==> src/rtl/sio_regif_pkg.sv <==
package sio_regif_pkg;

    localparam int NUM_CH   = 2;
    localparam int NUM_REGS = 16;

    // register numbers
    localparam logic [3:0] REG_STATUS  = 4'd0;
    localparam logic [3:0] REG_IRQCFG  = 4'd1;
    localparam logic [3:0] REG_PENDING = 4'd3;
    localparam logic [3:0] REG_MASTER  = 4'd9;
    localparam logic [3:0] REG_TC_LO   = 4'd12;
    localparam logic [3:0] REG_TC_HI   = 4'd13;
    localparam logic [3:0] REG_MISC    = 4'd14;

    // bit positions
    localparam int BIT_TXIE  = 1;
    localparam int BIT_MIE   = 3;
    localparam int BIT_LOOP  = 4;

    typedef struct packed {
        logic [NUM_CH-1:0][NUM_REGS-1:0][7:0] wfile;
        logic [NUM_CH-1:0][3:0]               ptr;
        logic [NUM_CH-1:0]                    sel;
        logic [7:0]                           pend;
        logic [NUM_CH-1:0]                    tx_vld;
        logic [NUM_CH-1:0][7:0]               tx_byte;
    } regif_state_t;

    function automatic int rx_pend_pos(input int ch);
        return (ch == 0) ? 5 : 2;
    endfunction

    function automatic int tx_pend_pos(input int ch);
        return (ch == 0) ? 4 : 1;
    endfunction

endpackage

==> src/rtl/sio_bus_decode.sv <==
module sio_bus_decode (
    input  logic        valid,
    input  logic        write,
    input  logic [3:0]  addr,
    input  logic [15:0] wdata,
    output logic        ch,
    output logic        cmd_wr,
    output logic        cmd_rd,
    output logic        dat_wr,
    output logic        dat_rd,
    output logic        upper,
    output logic [7:0]  wbyte
);
    logic [2:0] off;
    logic [2:0] eff;

    always_comb begin
        off   = addr[2:0];
        upper = ((off == 3'd0) || (off == 3'd4)) && (!write || (wdata[7:0] == 8'h00));
        eff   = upper ? (off + 3'd1) : off;
        wbyte = upper ? wdata[15:8] : wdata[7:0];
        ch    = addr[3];
        cmd_wr = valid &&  write && (eff == 3'd1);
        cmd_rd = valid && !write && (eff == 3'd1);
        dat_wr = valid &&  write && (eff == 3'd5);
        dat_rd = valid && !write && (eff == 3'd5);
    end
endmodule

==> src/rtl/sio_rx_fifo.sv <==
module sio_rx_fifo #(
    parameter int DEPTH = 8,
    parameter int WIDTH = 8,
    localparam int AW = (DEPTH > 1) ? $clog2(DEPTH) : 1,
    localparam int CW = $clog2(DEPTH + 1)
) (
    input  logic             clk,
    input  logic             rst_n,
    input  logic             push,
    input  logic [WIDTH-1:0] push_data,
    input  logic             pop,
    output logic [WIDTH-1:0] head,
    output logic [CW-1:0]    count
);
    logic [WIDTH-1:0] mem [DEPTH];
    logic [AW-1:0]    wp_d, wp_q, rp_d, rp_q;
    logic [CW-1:0]    cnt_d, cnt_q;
    logic             do_push, do_pop;

    function automatic logic [AW-1:0] bump(input logic [AW-1:0] p);
        return (p == AW'(DEPTH - 1)) ? '0 : p + AW'(1);
    endfunction

    always_comb begin
        do_pop  = pop && (cnt_q != '0);
        do_push = push && (cnt_q != CW'(DEPTH));
        wp_d  = do_push ? bump(wp_q) : wp_q;
        rp_d  = do_pop  ? bump(rp_q) : rp_q;
        cnt_d = cnt_q + CW'(do_push) - CW'(do_pop);
    end

    always_ff @(posedge clk or negedge rst_n) begin
        if (!rst_n) begin
            wp_q  <= '0;
            rp_q  <= '0;
            cnt_q <= '0;
        end else begin
            wp_q  <= wp_d;
            rp_q  <= rp_d;
            cnt_q <= cnt_d;
        end
    end

    always_ff @(posedge clk) begin
        if (do_push) mem[wp_q] <= push_data;
    end

    assign head  = mem[rp_q];
    assign count = cnt_q;

    AST_FIFO_BOUND: assert property (@(posedge clk) disable iff (!rst_n)
        cnt_q <= CW'(DEPTH));
    AST_FULL_DROP: assert property (@(posedge clk) disable iff (!rst_n)
        (push && !pop && cnt_q == CW'(DEPTH)) |=> (cnt_q == CW'(DEPTH)));
endmodule

==> src/rtl/dual_sio_regif.sv <==
module dual_sio_regif
    import sio_regif_pkg::*;
#(
    parameter int RX_DEPTH = 8,
    localparam int CW = $clog2(RX_DEPTH + 1)
) (
    input  logic        clk,
    input  logic        rst_n,
    input  logic        bus_valid,
    input  logic        bus_write,
    input  logic [3:0]  bus_addr,
    input  logic [15:0] bus_wdata,
    output logic [15:0] bus_rdata,
    input  logic [1:0]  rx_in_valid,
    input  logic [15:0] rx_in_data,
    output logic [1:0]  tx_valid,
    output logic [15:0] tx_data,
    output logic        irq
);
    regif_state_t st_d, st_q;

    logic       dec_ch, dec_cmd_wr, dec_cmd_rd, dec_dat_wr, dec_dat_rd, dec_upper;
    logic [7:0] dec_wbyte;

    logic [NUM_CH-1:0]         f_push, f_pop, f_avail;
    logic [NUM_CH-1:0][7:0]    f_pdata, f_head;
    logic [NUM_CH-1:0][CW-1:0] f_cnt;

    logic       mie, rx_mode, pend_clr;
    logic [7:0] pend_set, rbyte;

    sio_bus_decode u_dec (
        .valid (bus_valid), .write (bus_write), .addr (bus_addr), .wdata (bus_wdata),
        .ch (dec_ch), .cmd_wr (dec_cmd_wr), .cmd_rd (dec_cmd_rd),
        .dat_wr (dec_dat_wr), .dat_rd (dec_dat_rd), .upper (dec_upper), .wbyte (dec_wbyte)
    );

    for (genvar c = 0; c < NUM_CH; c++) begin : g_ch
        always_comb begin
            f_avail[c] = (f_cnt[c] != '0);
            f_push[c]  = rx_in_valid[c] ||
                         (dec_dat_wr && (dec_ch == 1'(c)) && st_q.wfile[c][REG_MISC][BIT_LOOP]);
            f_pdata[c] = rx_in_valid[c] ? rx_in_data[c*8 +: 8] : dec_wbyte;
            f_pop[c]   = dec_dat_rd && (dec_ch == 1'(c));
        end

        sio_rx_fifo #(.DEPTH (RX_DEPTH), .WIDTH (8)) u_fifo (
            .clk (clk), .rst_n (rst_n),
            .push (f_push[c]), .push_data (f_pdata[c]),
            .pop (f_pop[c]), .head (f_head[c]), .count (f_cnt[c])
        );

        assign tx_valid[c]        = st_q.tx_vld[c];
        assign tx_data[c*8 +: 8]  = st_q.tx_byte[c];
    end

    // read register mux for the addressed channel
    always_comb begin
        unique case (st_q.ptr[dec_ch])
            REG_STATUS:  rbyte = 8'h04 | {7'd0, f_avail[dec_ch]};
            REG_PENDING: rbyte = (dec_ch == 1'b0) ? st_q.pend : 8'h00;
            REG_TC_LO:   rbyte = st_q.wfile[dec_ch][REG_TC_LO];
            REG_TC_HI:   rbyte = st_q.wfile[dec_ch][REG_TC_HI];
            default:     rbyte = 8'h00;
        endcase
        if (dec_dat_rd)
            rbyte = f_avail[dec_ch] ? f_head[dec_ch] : 8'h00;
        if (!(dec_cmd_rd || dec_dat_rd))
            rbyte = 8'h00;
        bus_rdata = dec_upper ? {rbyte, 8'h00} : {8'h00, rbyte};
    end

    always_comb begin
        st_d        = st_q;
        st_d.tx_vld = '0;

        mie     = st_q.wfile[0][REG_MASTER][BIT_MIE];
        rx_mode = |st_q.wfile[0][REG_IRQCFG][4:3];

        pend_set = 8'h00;
        for (int c = 0; c < NUM_CH; c++) begin
            if (mie && rx_mode && f_avail[c])
                pend_set[rx_pend_pos(c)] = 1'b1;
            if (dec_dat_wr && (dec_ch == 1'(c)) && mie && st_q.wfile[c][REG_IRQCFG][BIT_TXIE])
                pend_set[tx_pend_pos(c)] = 1'b1;
        end
        pend_clr  = dec_dat_rd ||
                    (dec_cmd_rd && (dec_ch == 1'b0) && (st_q.ptr[0] == REG_PENDING));
        st_d.pend = pend_clr ? 8'h00 : (st_q.pend | pend_set);

        if (dec_cmd_wr) begin
            if (!st_q.sel[dec_ch]) begin
                st_d.ptr[dec_ch] = dec_wbyte[3:0];
                st_d.sel[dec_ch] = 1'b1;
            end else begin
                st_d.wfile[dec_ch][st_q.ptr[dec_ch]] = dec_wbyte;
                st_d.ptr[dec_ch] = 4'd0;
                st_d.sel[dec_ch] = 1'b0;
            end
        end
        if (dec_cmd_rd) begin
            st_d.ptr[dec_ch] = 4'd0;
            st_d.sel[dec_ch] = 1'b0;
        end
        if (dec_dat_wr) begin
            st_d.tx_vld[dec_ch]  = 1'b1;
            st_d.tx_byte[dec_ch] = dec_wbyte;
        end
    end

    always_ff @(posedge clk or negedge rst_n) begin
        if (!rst_n) st_q <= '0;
        else        st_q <= st_d;
    end

    assign irq = st_q.wfile[0][REG_MASTER][BIT_MIE] && (st_q.pend != 8'h00);

    AST_PTR_RETURN: assert property (@(posedge clk) disable iff (!rst_n)
        (dec_cmd_wr && st_q.sel[dec_ch]) |=>
        (st_q.ptr[$past(dec_ch)] == 4'd0 && !st_q.sel[$past(dec_ch)]));
    AST_RD_RELEASE: assert property (@(posedge clk) disable iff (!rst_n)
        dec_cmd_rd |=> !st_q.sel[$past(dec_ch)]);
    AST_RX_PEND_SRC: assert property (@(posedge clk) disable iff (!rst_n)
        $rose(st_q.pend[5]) |-> $past(f_cnt[0] != '0));
    AST_TX_FROM_WRITE: assert property (@(posedge clk) disable iff (!rst_n)
        tx_valid[1] |-> $past(dec_dat_wr && dec_ch == 1'b1));
    AST_PEND_CLEARED: assert property (@(posedge clk) disable iff (!rst_n)
        dec_dat_rd |=> (st_q.pend == 8'h00));
endmodule

==> config.mk <==
export PLATFORM = sky130hd
export DESIGN_NAME = dual_sio_regif
export DESIGN_NICKNAME = d
export VERILOG_FILES = /design/src/rtl/sio_regif_pkg.sv /design/src/rtl/sio_bus_decode.sv /design/src/rtl/sio_rx_fifo.sv /design/src/rtl/dual_sio_regif.sv
export SDC_FILE = /design/constraint.sdc
export NUM_CORES = 1
export LEC_CHECK = 0
export BUFFER_PORTS_ARGS = -buffer_cell sky130_fd_sc_hd__buf_2
export CAP_MARGIN = 25
export CORE_MARGIN = 2
export CORE_UTILIZATION = 58
export CTS_BUF_LIST = sky130_fd_sc_hd__clkbuf_8 sky130_fd_sc_hd__clkbuf_16
export CTS_CLUSTER_SIZE = 16
export DETAILED_ROUTE_END_ITERATION = 10
export PLACE_DENSITY = 0.77
export SLEW_MARGIN = 20
export SYNTH_ARGS = -nofsm -noshare
export SYNTH_HDL_FRONTEND = slang
export SYNTH_SLANG_ARGS = --single-unit
export TNS_END_PERCENT = 1
==> constraint.sdc <==
create_clock -name clk -period 3.12 [get_ports clk]
set_input_delay 0.624 -clock clk [delete_from_list [all_inputs] [get_ports clk]]
set_output_delay 0.624 -clock clk [all_outputs]
set_load 0.02 [all_outputs]
# After elaboration in Yosys (flattened, before gate mapping)
# Memory sizes are Yosys's and may differ from the RTL's.
# Cells that the tools add are included.
word_totals:
  reg_bits: 312
  ram_bits: 128
  in_bits: 42
  output_inout_bits: 35
  elab_cells: 176
  mem_count: 2
mem_list:
  columns: ["name", "words", "width", "rd", "rd_clocked_by_memory_dff", "wr", "line", "source"]
  rows:
  - ["g_ch[0].u_fifo.mem", 8, 8, 1, 0, 1, "sio_rx_fifo.sv:15", "logic [WIDTH-1:0] mem [DEPTH];"]
  - ["g_ch[1].u_fifo.mem", 8, 8, 1, 0, 1, "sio_rx_fifo.sv:15", null]
op_classes:
  add_sub_neg: 9
  n_lt_le_gt_ge: 4
  n_eq_ne: 13
  n_mux: 50
  bitwise: 9
  n_reduce_logical: 44
ops:
  columns: ["cell", "count"]
  rows:
  - ["bitwise mux 256 bit", 1]
  - ["two-way mux 112 bit", 2]
  - ["demux 128 bit (select 1 bit)", 1]
  - ["two-way mux 128 bit", 1]
  - ["two-way mux 8 bit", 12]
  - ["demux 8 bit (select 4 bit)", 1]
  - ["case mux 8 bit (4 select lines)", 1]
  - ["two-way mux 10 bit", 3]
  - ["logical AND 1 bit", 29]
  - ["equality test 3 bit, second input constant", 6]
  - ["two-way mux 18 bit", 1]
  - ["AND 8 bit", 2]
  - ["bitwise mux 16 bit", 1]
  - ["two-way mux 16 bit", 1]
  - ["adder 3 x 1 -> 3 bit, second input constant", 5]
  - ["two-way mux 3 bit", 5]
  - ["two-way mux 1 bit", 13]
  - ["two-way mux 4 bit", 3]
  - ["adder 4 x 1 -> 4 bit", 2]
  - ["bitwise mux 8 bit", 1]
  - ["demux 8 bit (select 1 bit)", 1]
  - ["equality test 4 x 2 -> 1 bit, second input constant", 2]
  - ["equality test 4 bit, second input constant", 2]
  - ["logical NOT 8 bit", 1]
  - ["23 further kinds", 32]

# Logic depth before layout (Yosys ltp)
# Gate-level depths: netlist (run 1).
logic_depth:
  depth_word: 12
  depth_mapped: 15
  depth_no_buf: 13

# By module
# A second synthesis (run 1) with hierarchy kept.
hier_totals:
  hier_cells: 676
  area_unflattened_um2: 10324.9
by_module_without_submodules:
  columns: ["mod", "instances", "cells_each", "area_each_um2", "seq_area_each_um2"]
  rows:
  - ["sio_rx_fifo", 2, 149, 3095.5, 2172.1]
  - ["dual_sio_regif", 1, 341, 3814.9, 1776.7]
  - ["sio_bus_decode", 1, 37, 319.1, 0.0]

# Least setup slack after synthesis (run 1)
# Ideal clock, no wire load.
synth_path:
  path_kind: "input-to-reg"
  start: "input bus_addr[0]"
  end: "memory g_ch[1].u_fifo.mem[2][0], enable pin"
  setup_time_ps: 398
  arrival_time_ps: 3032
  required_ps: 2722
  setup_slack_ps: -310
  stages: 9
  path_buffers: 2
  cell_sequence: "inv_1 > ha_1 > or3b_1 > nor3_1 > o21a_1 > buf_4 > a32oi_1 > buf_2 > nor4b_1"
synth_via:
  elab_chain_cells: 12
  elab_cells_between_ends: 14
  cone_classes: "1 x add/sub; 2 x eq/ne; 3 x mux; 8 x reduce/logical"
synth_lines:
  columns: ["item", "line", "source"]
  rows:
  - ["start, declared", "dual_sio_regif.sv:11", "input logic [3:0] bus_addr,"]
  - ["branches (longest 3 deep; another with adder 3 x 1 -> 3 bit)", null, null]
  - ["two-way mux 3 bit (*)", "sio_bus_decode.sv:20", "eff = upper ? (off + 3'd1) : off;"]
  - ["equality test 3 bit (*)", "sio_bus_decode.sv:25", "dat_wr = valid && write && (eff == 3'd5);"]
  - ["logical AND 1 bit (*)", "sio_bus_decode.sv:25", null]
  - ["logical AND 1 bit (*) (2 in a row)", "dual_sio_regif.sv:42", "(dec_dat_wr && (dec_ch == 1'(c)) && st_q.wfile[c][REG_MISC][BIT_LOOP]);"]
  - ["logical OR 1 bit (*)", "dual_sio_regif.sv:41", "f_push[c] = rx_in_valid[c] ||"]
  - ["logical AND 1 bit (*)", "sio_rx_fifo.sv:26", "do_push = push && (cnt_q != CW'(DEPTH));"]
  - ["two-way mux 1 bit (*)", "sio_rx_fifo.sv:45", "if (do_push) mem[wp_q] <= push_data;"]
  - ["two-way mux 1 bit (implied by the code) (*)", "sio_rx_fifo.sv:45", null]
  - ["end, declared", "sio_rx_fifo.sv:15", null]
# Mark *: on every way between the ends.

# Final worst setup path (run 1)
layout_path:
  start: "input bus_addr[3]"
  end: "output bus_rdata[4]"
layout_via:
  elab_chain_cells: 7
  elab_cells_between_ends: 18
  cone_classes: "3 x eq/ne; 14 x mux; 1 x reduce/logical"
layout_lines:
  columns: ["item", "line", "source"]
  rows:
  - ["two-way mux 4 bit (implied by the code) (2 in a row)", "dual_sio_regif.sv:59", "unique case (st_q.ptr[dec_ch])"]
  - ["equality test 4 bit, or another cell as far along", "dual_sio_regif.sv:59", null]
  - ["case mux 8 bit (4 select lines)", "dual_sio_regif.sv:59", null]
  - ["two-way mux 8 bit (*)", "dual_sio_regif.sv:66", "if (dec_dat_rd)"]
  - ["two-way mux 8 bit (*)", "dual_sio_regif.sv:68", "if (!(dec_cmd_rd || dec_dat_rd))"]
  - ["two-way mux 16 bit (*)", "dual_sio_regif.sv:70", "bus_rdata = dec_upper ? {rbyte, 8'h00} : {8'h00, rbyte};"]
  - ["end, declared", "dual_sio_regif.sv:13", "output logic [15:0] bus_rdata,"]
# Mark *: on every way between the ends. The rest lies on a longest branch, timed or not. The select of a mux whose other input is x is not followed.

==> flow_summary.ini, run 1 <==
[run]
maxCapViolCount = 0

[layout]
seq_area_sq_um = 6127
area_growth_pct = 21.00
final_util = 0.7220
nets = 921
fillerInstances = 1081
drive_above_1_share = 0.4386
layout_common_cells = edfxtp_1 (128), buf_4 (104), mux2_2 (92), dfrtp_1 (86), buf_2 (58)
multi_input_area_sq_um = 4023
final_common_cell = edfxtp_1
n_antenna_cell = 0

[clock_network]
clock_latency_ps = 510
ctsHtreeMaxLevel = 1
cts-root-buf = clkbuf_16
clock_path_buffers = 3
cts_tree = done
numCtsBuffers = 23
cts-hold-fix-buffers = 0
clkSlewWorstSetupHoldPaths_ps = 60
clkSinkCount = 219

[setup_path]
crit_path_max_fanout = 19
cp-end-kind = output pin
cp.arrival_ps = 2580
worstSetupStartpointType = input pin
critPathRequiredTime_ps = 2500
path_class = in2out

[pwr]
p_int_w = 0.006237
p_per_area_nw_per_um2 = 719.2
clock_power_share = 0.269
leakage_nw = 5.188
vdd_drop_max_mv = 0.6036
switchingPower_w = 0.002775
p_sw_frac = 0.3079
finalPower_w = 0.009012
pwr-share-comb = 0.289
seqPwrFrac = 0.442

[global_routing]
grt_pass1_wl_um = 38500
antenna_found_initial = 0
grt.overflow.total = 0
grt_pass1_vias = 7127
groute.usage.overall = 0.2741
grt_start_max_net_pins = 47

[floorplan]
die_w_um = 137.6
io_pins = 77
die-area_sq_um = 18940
core_sq_um = 17360
rows = 48
start_util = 0.5967
die_h_um = 137.6

[sta]
fin_crit_sh = 1.026
tightest_slew_ps = 689.7
hold_violations = 0
final.setup.tns_ps = -421.5
skew_ps = 9.012
setup_viol = 13
finalCriticalPeriod_ps = 3202
fmax_ghz = 0.3123
setup_ws_ps = -81.79
grt_setup_unrepaired = yes
slew_violations = 0
hold_ws_ps = 109.3
slew_headroom = 0.5402

[status]
status = complete, but fails checks
failed_checks = setup timing

[yosys]
synthesis.area_sq_um = 10360
yosysWarnings = 0
synth_ff_type = edfxtp_1
ys_ff_latch = 219
synth_top_area_share = 0.3711
synth_cell_types = 69
syn_nets = 771
ys_async_sr_fraction = 0.4155
yosysTopAreaCell = edfxtp_1
syn_avg_cell_area_sq_um = 14.69
yosysSeqAreaShare = 0.5910
synth_edf_count = 128
synth_area_leaders = edfxtp_1 (37%), dfrtp_1 (22%), mux2_2 (10%)
synthCells = 705

[route]
drt-initial-drc-count = 508
wl_um = 25240
drc = 0
via_per_inst = 6.192
drtAntennaViolNets = 0
via_count = 6786
dr.pass1.iters = 5
wire_per_inst_um = 23.03

[place]
place.gp.congestion = 0.9540
dpl.hpwl_um = 17460
numPortBuffers = 76
pre_cts_ws_ps = -216.3

[worst_hold_path]
min_path_type = in2async
[registers in the layout, indices dropped and copies added (netlist names)]
| name | flops |
|---|---|
| g_ch.u_fifo.count | 8 |
| g_ch.u_fifo.wp_q | 6 |
| mie | 1 |
| st_q | 52 |
| g_ch.u_fifo.rp_q | 6 |
| tx_data | 16 |
| tx_valid | 2 |
| g_ch.u_fifo.mem | 128 |
[cell usage after synthesis, drive strengths merged, types with 5 or more instances]
cell type	instances
a22o	8
edfxtp	128
mux4	32
nor4b	5
nand3	6
mux2i	17
nor2b	11
nor2	17
nor4	12
ha	22
nor3	13
a21oi	13
dfrtp	91
nand2b	5
o21ai	21
buf	40
clkbuf	12
o22ai	11
nand2	25
mux2	98
inv	37
nand4	9
[power by group through the flow]
stage | Clock, W | Sequential (W) | Combinational, W
final | 0.00242 | 0.00399 | 0.00260
after global routing | 0.00257 | 0.00404 | 0.00283
after CTS | 0.00246 | 0.00397 | 0.00256
after detailed placement | 0 | 0.00401 | 0.00243
after global placement | 0 | 0.00397 | 0.00232
after floorplan | 0 | 0.00383 | 0.00177
[cell families after synthesis]
kind of cell,Yosys count,share of synthesized area
AND/OR/NAND/NOR,124,0.06862
multiplexers,147,0.1926
AO/OA/AOI/OAI,97,0.07153
XOR/XNOR,5,0.004229
flip-flops,219,0.5910
buffers and inverters,89,0.04156
adder cells (fa/ha/maj),24,0.03045
[metal layers]
| layer | track usage | part of all wire | wire length [um] |
|---|---|---|---|
| met5 | 0 | 0 | 0 |
| met4 | 0.1117 | 0.046 | 1162 |
| met3 | 0.05666 | 0.067 | 1681 |
| met2 | 0.4721 | 0.50 | 12660 |
| met1 | 0.3391 | 0.39 | 9740 |
[stage by stage]
stage               instance area, sq um  std cells
detailed placement                 11500       1048
global route                       12530       1096
floorplan                          10360        705
CTS                                12390       1093
finish                             12530       1096
global placement                   11500       1048
[worst max-delay path: stages]
cell and delay [ps]:
clkbuf_4 200, buf_12 180, nand2b_1 120, o32a_1 300, o21ai_1 160, a222oi_1 620, o22ai_1 170, buf_2 200
[path summary, 6_finish.rpt]
kind	start	endpoint	slack, ps	cells past startpoint
worst max register to register	st_q[28]	st_q[142]	870	5
worst max-delay path	bus_addr[3]	bus_rdata[4]	-80	8
max in group asynchronous	rst_n	g_ch[0].u_fifo.rp_q[2]	2310	2
worst min register to register	st_q[263]	st_q[263]	490	1
min in group clk	bus_valid	st_q[33]	460	3
worst min-delay path	rst_n	st_q[28]	110	1
[timing repair]
item | in CTS | in global routing
buffers inserted | 4 | 3
pin swaps | 9 | 10
cloned | 0 | 0
resized for setup | 44 | 26
endpoints found under the setup margin | 16 | 16
[final cells by class]
type                       instances  share of cell area
inverter                          37             0.01128
timing repair buffer             177              0.1024
sequential                       219              0.4890
clock buffer                      24             0.04703
multi-input combinational        397              0.3210
clock inverter                    17            0.006790
tap                              225             0.02247
Note: power is estimated with default switching activity, not from simulation.
==> run 2, diff against run 1 <==
- PLACE_DENSITY: 0.77 -> 0.86
==> flow_summary.ini, run 2 (synthesis gave the netlist of run 1 again) <==
[clock_network]
cts-root-buf = clkbuf_16
clkSinkCount = 219
cts-hold-fix-buffers = 0
clock_latency_ps = 530
ctsHtreeMaxLevel = 1
clock_path_buffers = 3
clkSlewWorstSetupHoldPaths_ps = 70
numCtsBuffers = 22
cts_tree = done

[pwr]
leakage_nw = 5.241
seqPwrFrac = 0.406
p_per_area_nw_per_um2 = 768.8
pwr-share-comb = 0.292
switchingPower_w = 0.003043
clock_power_share = 0.301
p_int_w = 0.006801
vdd_drop_max_mv = 0.5302
p_sw_frac = 0.3091

[route]
wire_per_inst_um = 25.14
wl_um = 27450
dr.pass1.iters = 5
drt-initial-drc-count = 680
top_layer = met4
via_per_inst = 6.506
drc = 0
wl_met1_um = 10440
drtAntennaViolNets = 0
dr_wl_met2_um = 13970
via_count = 7105
route.met3.wl_um = 1811

[sta]
setup_ws_ps = -82.61
fin_crit_sh = 1.026
slew_violations = 0
hold_ws_ps = 90.49
tightest_slew_ps = 723.5
hold_violations = 0
final.setup.tns_ps = -711.8
fmax_ghz = 0.3122
setup_viol = 16
grt_setup_unrepaired = yes
finalCriticalPeriod_ps = 3203
skew_ps = 27.16
slew_headroom = 0.5177

[setup_path]
path_cells = buf_6, inv_2, ha_4, or3b_1, a21o_1, or4_4, o22ai_4, buf_6
cp_slowest_cell = or4_4
worstReg2RegEnd = g_ch[1].u_fifo.count[1]
cp_common_cell = buf_6
r2r-start = g_ch[1].u_fifo.count[2]
crit_path_max_fanout = 5
path_class = in2out
cp.arrival_ps = 2580
reg2reg_depth = 11
critPathMaxStageDelay_ps = 620
path_buf_inv = 3
startpoint = bus_addr[0]
critPathRequiredTime_ps = 2500
worstSetupStartpointType = input pin
cp-end-kind = output pin
critPathTopFamily = simple AND/OR/NAND/NOR gates
ff2ff_setup_slack_ps = 760

[global_routing]
grt_start_max_net_pins = 54
grt_pass1_vias = 7308
antenna_found_initial = 1
grt.overflow.total = 0
grt_pass1_wl_um = 40830
groute.usage.overall = 0.2928

[layout]
layout_common_cells = edfxtp_1 (128), mux2_2 (91), dfrtp_1 (86), buf_4 (83), buf_2 (58)
fillerInstances = 1015
nets = 916
largest_reg_flops = 128
drive_above_1_share = 0.4596
final_util = 0.7377
area_growth_pct = 23.63
final_common_cell = edfxtp_1
max_flop_register = g_ch.u_fifo.mem

[floorplan]
die-area_sq_um = 18940
die_h_um = 137.6
die_w_um = 137.6
rows = 48
io_pins = 77
start_util = 0.5967
core_sq_um = 17360

[place]
numPortBuffers = 76
place.gp.congestion = 0.9738
dpl.hpwl_um = 17910
pre_cts_ws_ps = -206.8

[status]
failed_checks = setup timing
status = complete, but fails checks

[worst_hold_path]
min_path_type = in2async

[run]
maxCapViolCount = 0
-- run 2: worst max-delay path by stage --
| stage | to | slack [ps] | depth (start not counted) |
|---|---|---|---|
| after global placement | bus_rdata[6] | -160 | 8 |
| after floorplan | g_ch[1].u_fifo.mem[2][0] | -310 | 9 |
| after detailed placement | bus_rdata[0] | -210 | 8 |
| after CTS | bus_rdata[10] | -40 | 8 |
| after global routing | bus_rdata[13] | -120 | 8 |
| final | bus_rdata[0] | -80 | 8 |
-- run 2: power by group through the flow --
stage	Clock [W]	Sequential, W	Combinational [W]
floorplan	0	0.00383	0.00177
global placement	0	0.00395	0.00234
detailed placement	0	0.00401	0.00251
CTS	0.00297	0.00398	0.00275
global route	0.00309	0.00404	0.00307
finish	0.00297	0.00400	0.00288
-- run 2: per-layer routing --
| metal | global-route usage | vias up |
|---|---|---|
| li1 | - | 2998 |
| met1 | 0.3684 | 3635 |
| met2 | 0.5003 | 371 |
| met3 | 0.04489 | 101 |
| met4 | 0.1380 | 0 |
| met5 | 0 | - |
-- run 2: repair_timing --
item,4_1_cts,5_1_grt
endpoints found under the setup margin,16,16
gates resized for setup,66,35
endpoints found under the hold margin,0,0
setup buffers,5,0
gates cloned,1,1
pin swaps,17,11
-- run 2: area by class of cell --
class,instances,area (sq um),area share
clock inverter,14,225.2,0.01759
antenna,1,2.502,0.0001954
timing repair buffer,173,1328,0.1037
tap,225,281.5,0.02199
sequential,219,6127,0.4786
multi-input combinational,397,4095,0.3198
clock buffer,26,605.6,0.04730
inverter,37,138.9,0.01085
-- run 2: through the flow --
stage	instance area (sq um)	cells	power [W]
detailed placement	11460	1045	0.006518
global route	12800	1091	0.01020
finish	12800	1092	0.009844
CTS	12650	1091	0.009695
global placement	11460	1045	0.006290
floorplan	10360	705	0.005596
==> run 3, diff against run 2 <==
- CORE_MARGIN: 2 -> not set
==> flow_summary.ini, run 3 (synthesis gave the netlist of run 1 again) <==
[status]
status = complete, but fails checks
failed_checks = setup timing

[pwr]
p_per_area_nw_per_um2 = 733.3
leakage_nw = 5.138
vdd_drop_max_mv = 0.4614
finalPower_w = 0.009180

[worst_hold_path]
min_path_type = in2async

[floorplan]
die-area_sq_um = 18390
io_pins = 77
die_h_um = 135.6
die_w_um = 135.6
start_util = 0.5967
core_sq_um = 17360
rows = 48

[route]
via_count = 6954
via_per_inst = 6.392
drtAntennaViolNets = 0
dr.pass1.iters = 5
drc = 0
wl_um = 26420
drt-initial-drc-count = 715
wire_per_inst_um = 24.28

[clock_network]
clkSlewWorstSetupHoldPaths_ps = 60
clock_path_buffers = 3
cts_tree = done
clock_latency_ps = 500
cts-root-buf = clkbuf_16
clkSinkCount = 219
cts-hold-fix-buffers = 0
ctsHtreeMaxLevel = 1
numCtsBuffers = 22

[global_routing]
grt.overflow.total = 0
grt_pass1_wl_um = 40650
grt_pass1_vias = 7333
antenna_found_initial = 0
groute.usage.overall = 0.2992
grt_start_max_net_pins = 43

[sta]
fin_crit_sh = 1.028
setup_ws_ps = -86.26
setup_viol = 16
slew_violations = 0
tightest_slew_ps = 609.7
fmax_ghz = 0.3119
hold_violations = 0
finalCriticalPeriod_ps = 3206
slew_headroom = 0.5936
hold_ws_ps = 124.1
skew_ps = 8.008
grt_setup_unrepaired = yes

[layout]
layout_common_cells = edfxtp_1 (128), buf_4 (97), mux2_2 (92), dfrtp_1 (86), buf_2 (55)
drive_above_1_share = 0.4392
nets = 913
max_flop_register = g_ch.u_fifo.mem
final_common_cell = edfxtp_1
largest_reg_flops = 128
area_growth_pct = 20.88
n_antenna_cell = 0

[place]
dpl.hpwl_um = 17810
place.gp.congestion = 0.9868
numPortBuffers = 76

[setup_path]
critPathMaxStageDelay_ps = 550
critPathRequiredTime_ps = 2500
cp.arrival_ps = 2580
crit_path_max_fanout = 7
cp-end-kind = output pin
worstSetupStartpointType = input pin
path_class = in2out
cp_slowest_cell = or4_4
path_cells = buf_2, or4_4, buf_6, o21ai_4, nand2_2, buf_6, nor4_2, buf_4, a22o_1, buf_4

[run]
maxCapViolCount = 0
run 3: changes by cell type in the layout (fill, tap and decap cells not counted), moves of 4 or more:
cell	before	now
o21ai_2	5	0
clkbuf_8	4	0
inv_1	37	41
buf_6	25	14
buf_4	83	97
o21ai_1	1	5
run 3: per-stage QoR:
stage | TNS [ps] | cell area, sq um | util | instances | setup WS [ps]
2_1_floorplan | -11580 | 10360 | - | 705 | -309.7
6_report | -792.6 | 12520 | 0.7212 | 1088 | -86.26
4_1_cts | -66.40 | 12460 | 0.7179 | 1088 | -14.94
3_5_place_dp | -8552 | 11420 | 0.6581 | 1041 | -224.5
3_3_place_gp | -2088 | 11420 | 0.6581 | 1041 | -158.7
5_1_grt | -1405 | 12520 | 0.7212 | 1088 | -123.0
run 3: what timing repair did:
action	4_1_cts	5_1_grt
setup endpoints to repair	16	16
pin swaps	20	1
gates cloned	1	0
setup buffers	6	0
gates resized for setup	64	15
run 3: final cells by class:
type	count	area (sq um)
clock buffers	22	550.5
clock inverters	18	138.9
fillers	1021	4838
inverters	37	138.9
multi-input cells	397	4033
flip-flops and latches	219	6127
well taps	225	281.5
repair buffers	170	1249
run 3: metal layers:
metal  up-vias  track usage  share of wire  wire length (um)
met5         -            0              0                 0
met4         0       0.1398          0.047              1241
met3       109      0.05088          0.074              1951
met2       363       0.5116           0.50             13310
met1      3501       0.3708           0.38              9911
li1       2981            -              -                 -
run 3: final timing paths:
kind	startpoint	end	slack, ps	cells past startpoint
max	bus_wdata[2]	bus_rdata[15]	-90	10
max in group asynchronous	rst_n	tx_data[6]	2210	2
min reg2reg	st_q[271]	st_q[271]	490	1
max reg2reg	st_q[28]	st_q[140]	800	5
min	rst_n	st_q[32]	120	1
min in group clk	bus_valid	st_q[33]	470	3
run 3: worst max-delay path: cells and delay by family:
| family | cells | cell delay, ps |
|---|---|---|
| AO/OA/AOI/OAI | 2 | 290 |
| buffers and inverters | 5 | 720 |
| AND/OR/NAND/NOR | 3 | 930 |
run 3: where the power goes:
group,switching (W),internal (W),leakage (nW),total [W]
Sequential,0.000384,0.00359,2.36,0.00398
Clock,0.00106,0.00145,0.368,0.00250
Combinational,0.00139,0.00131,2.41,0.00270
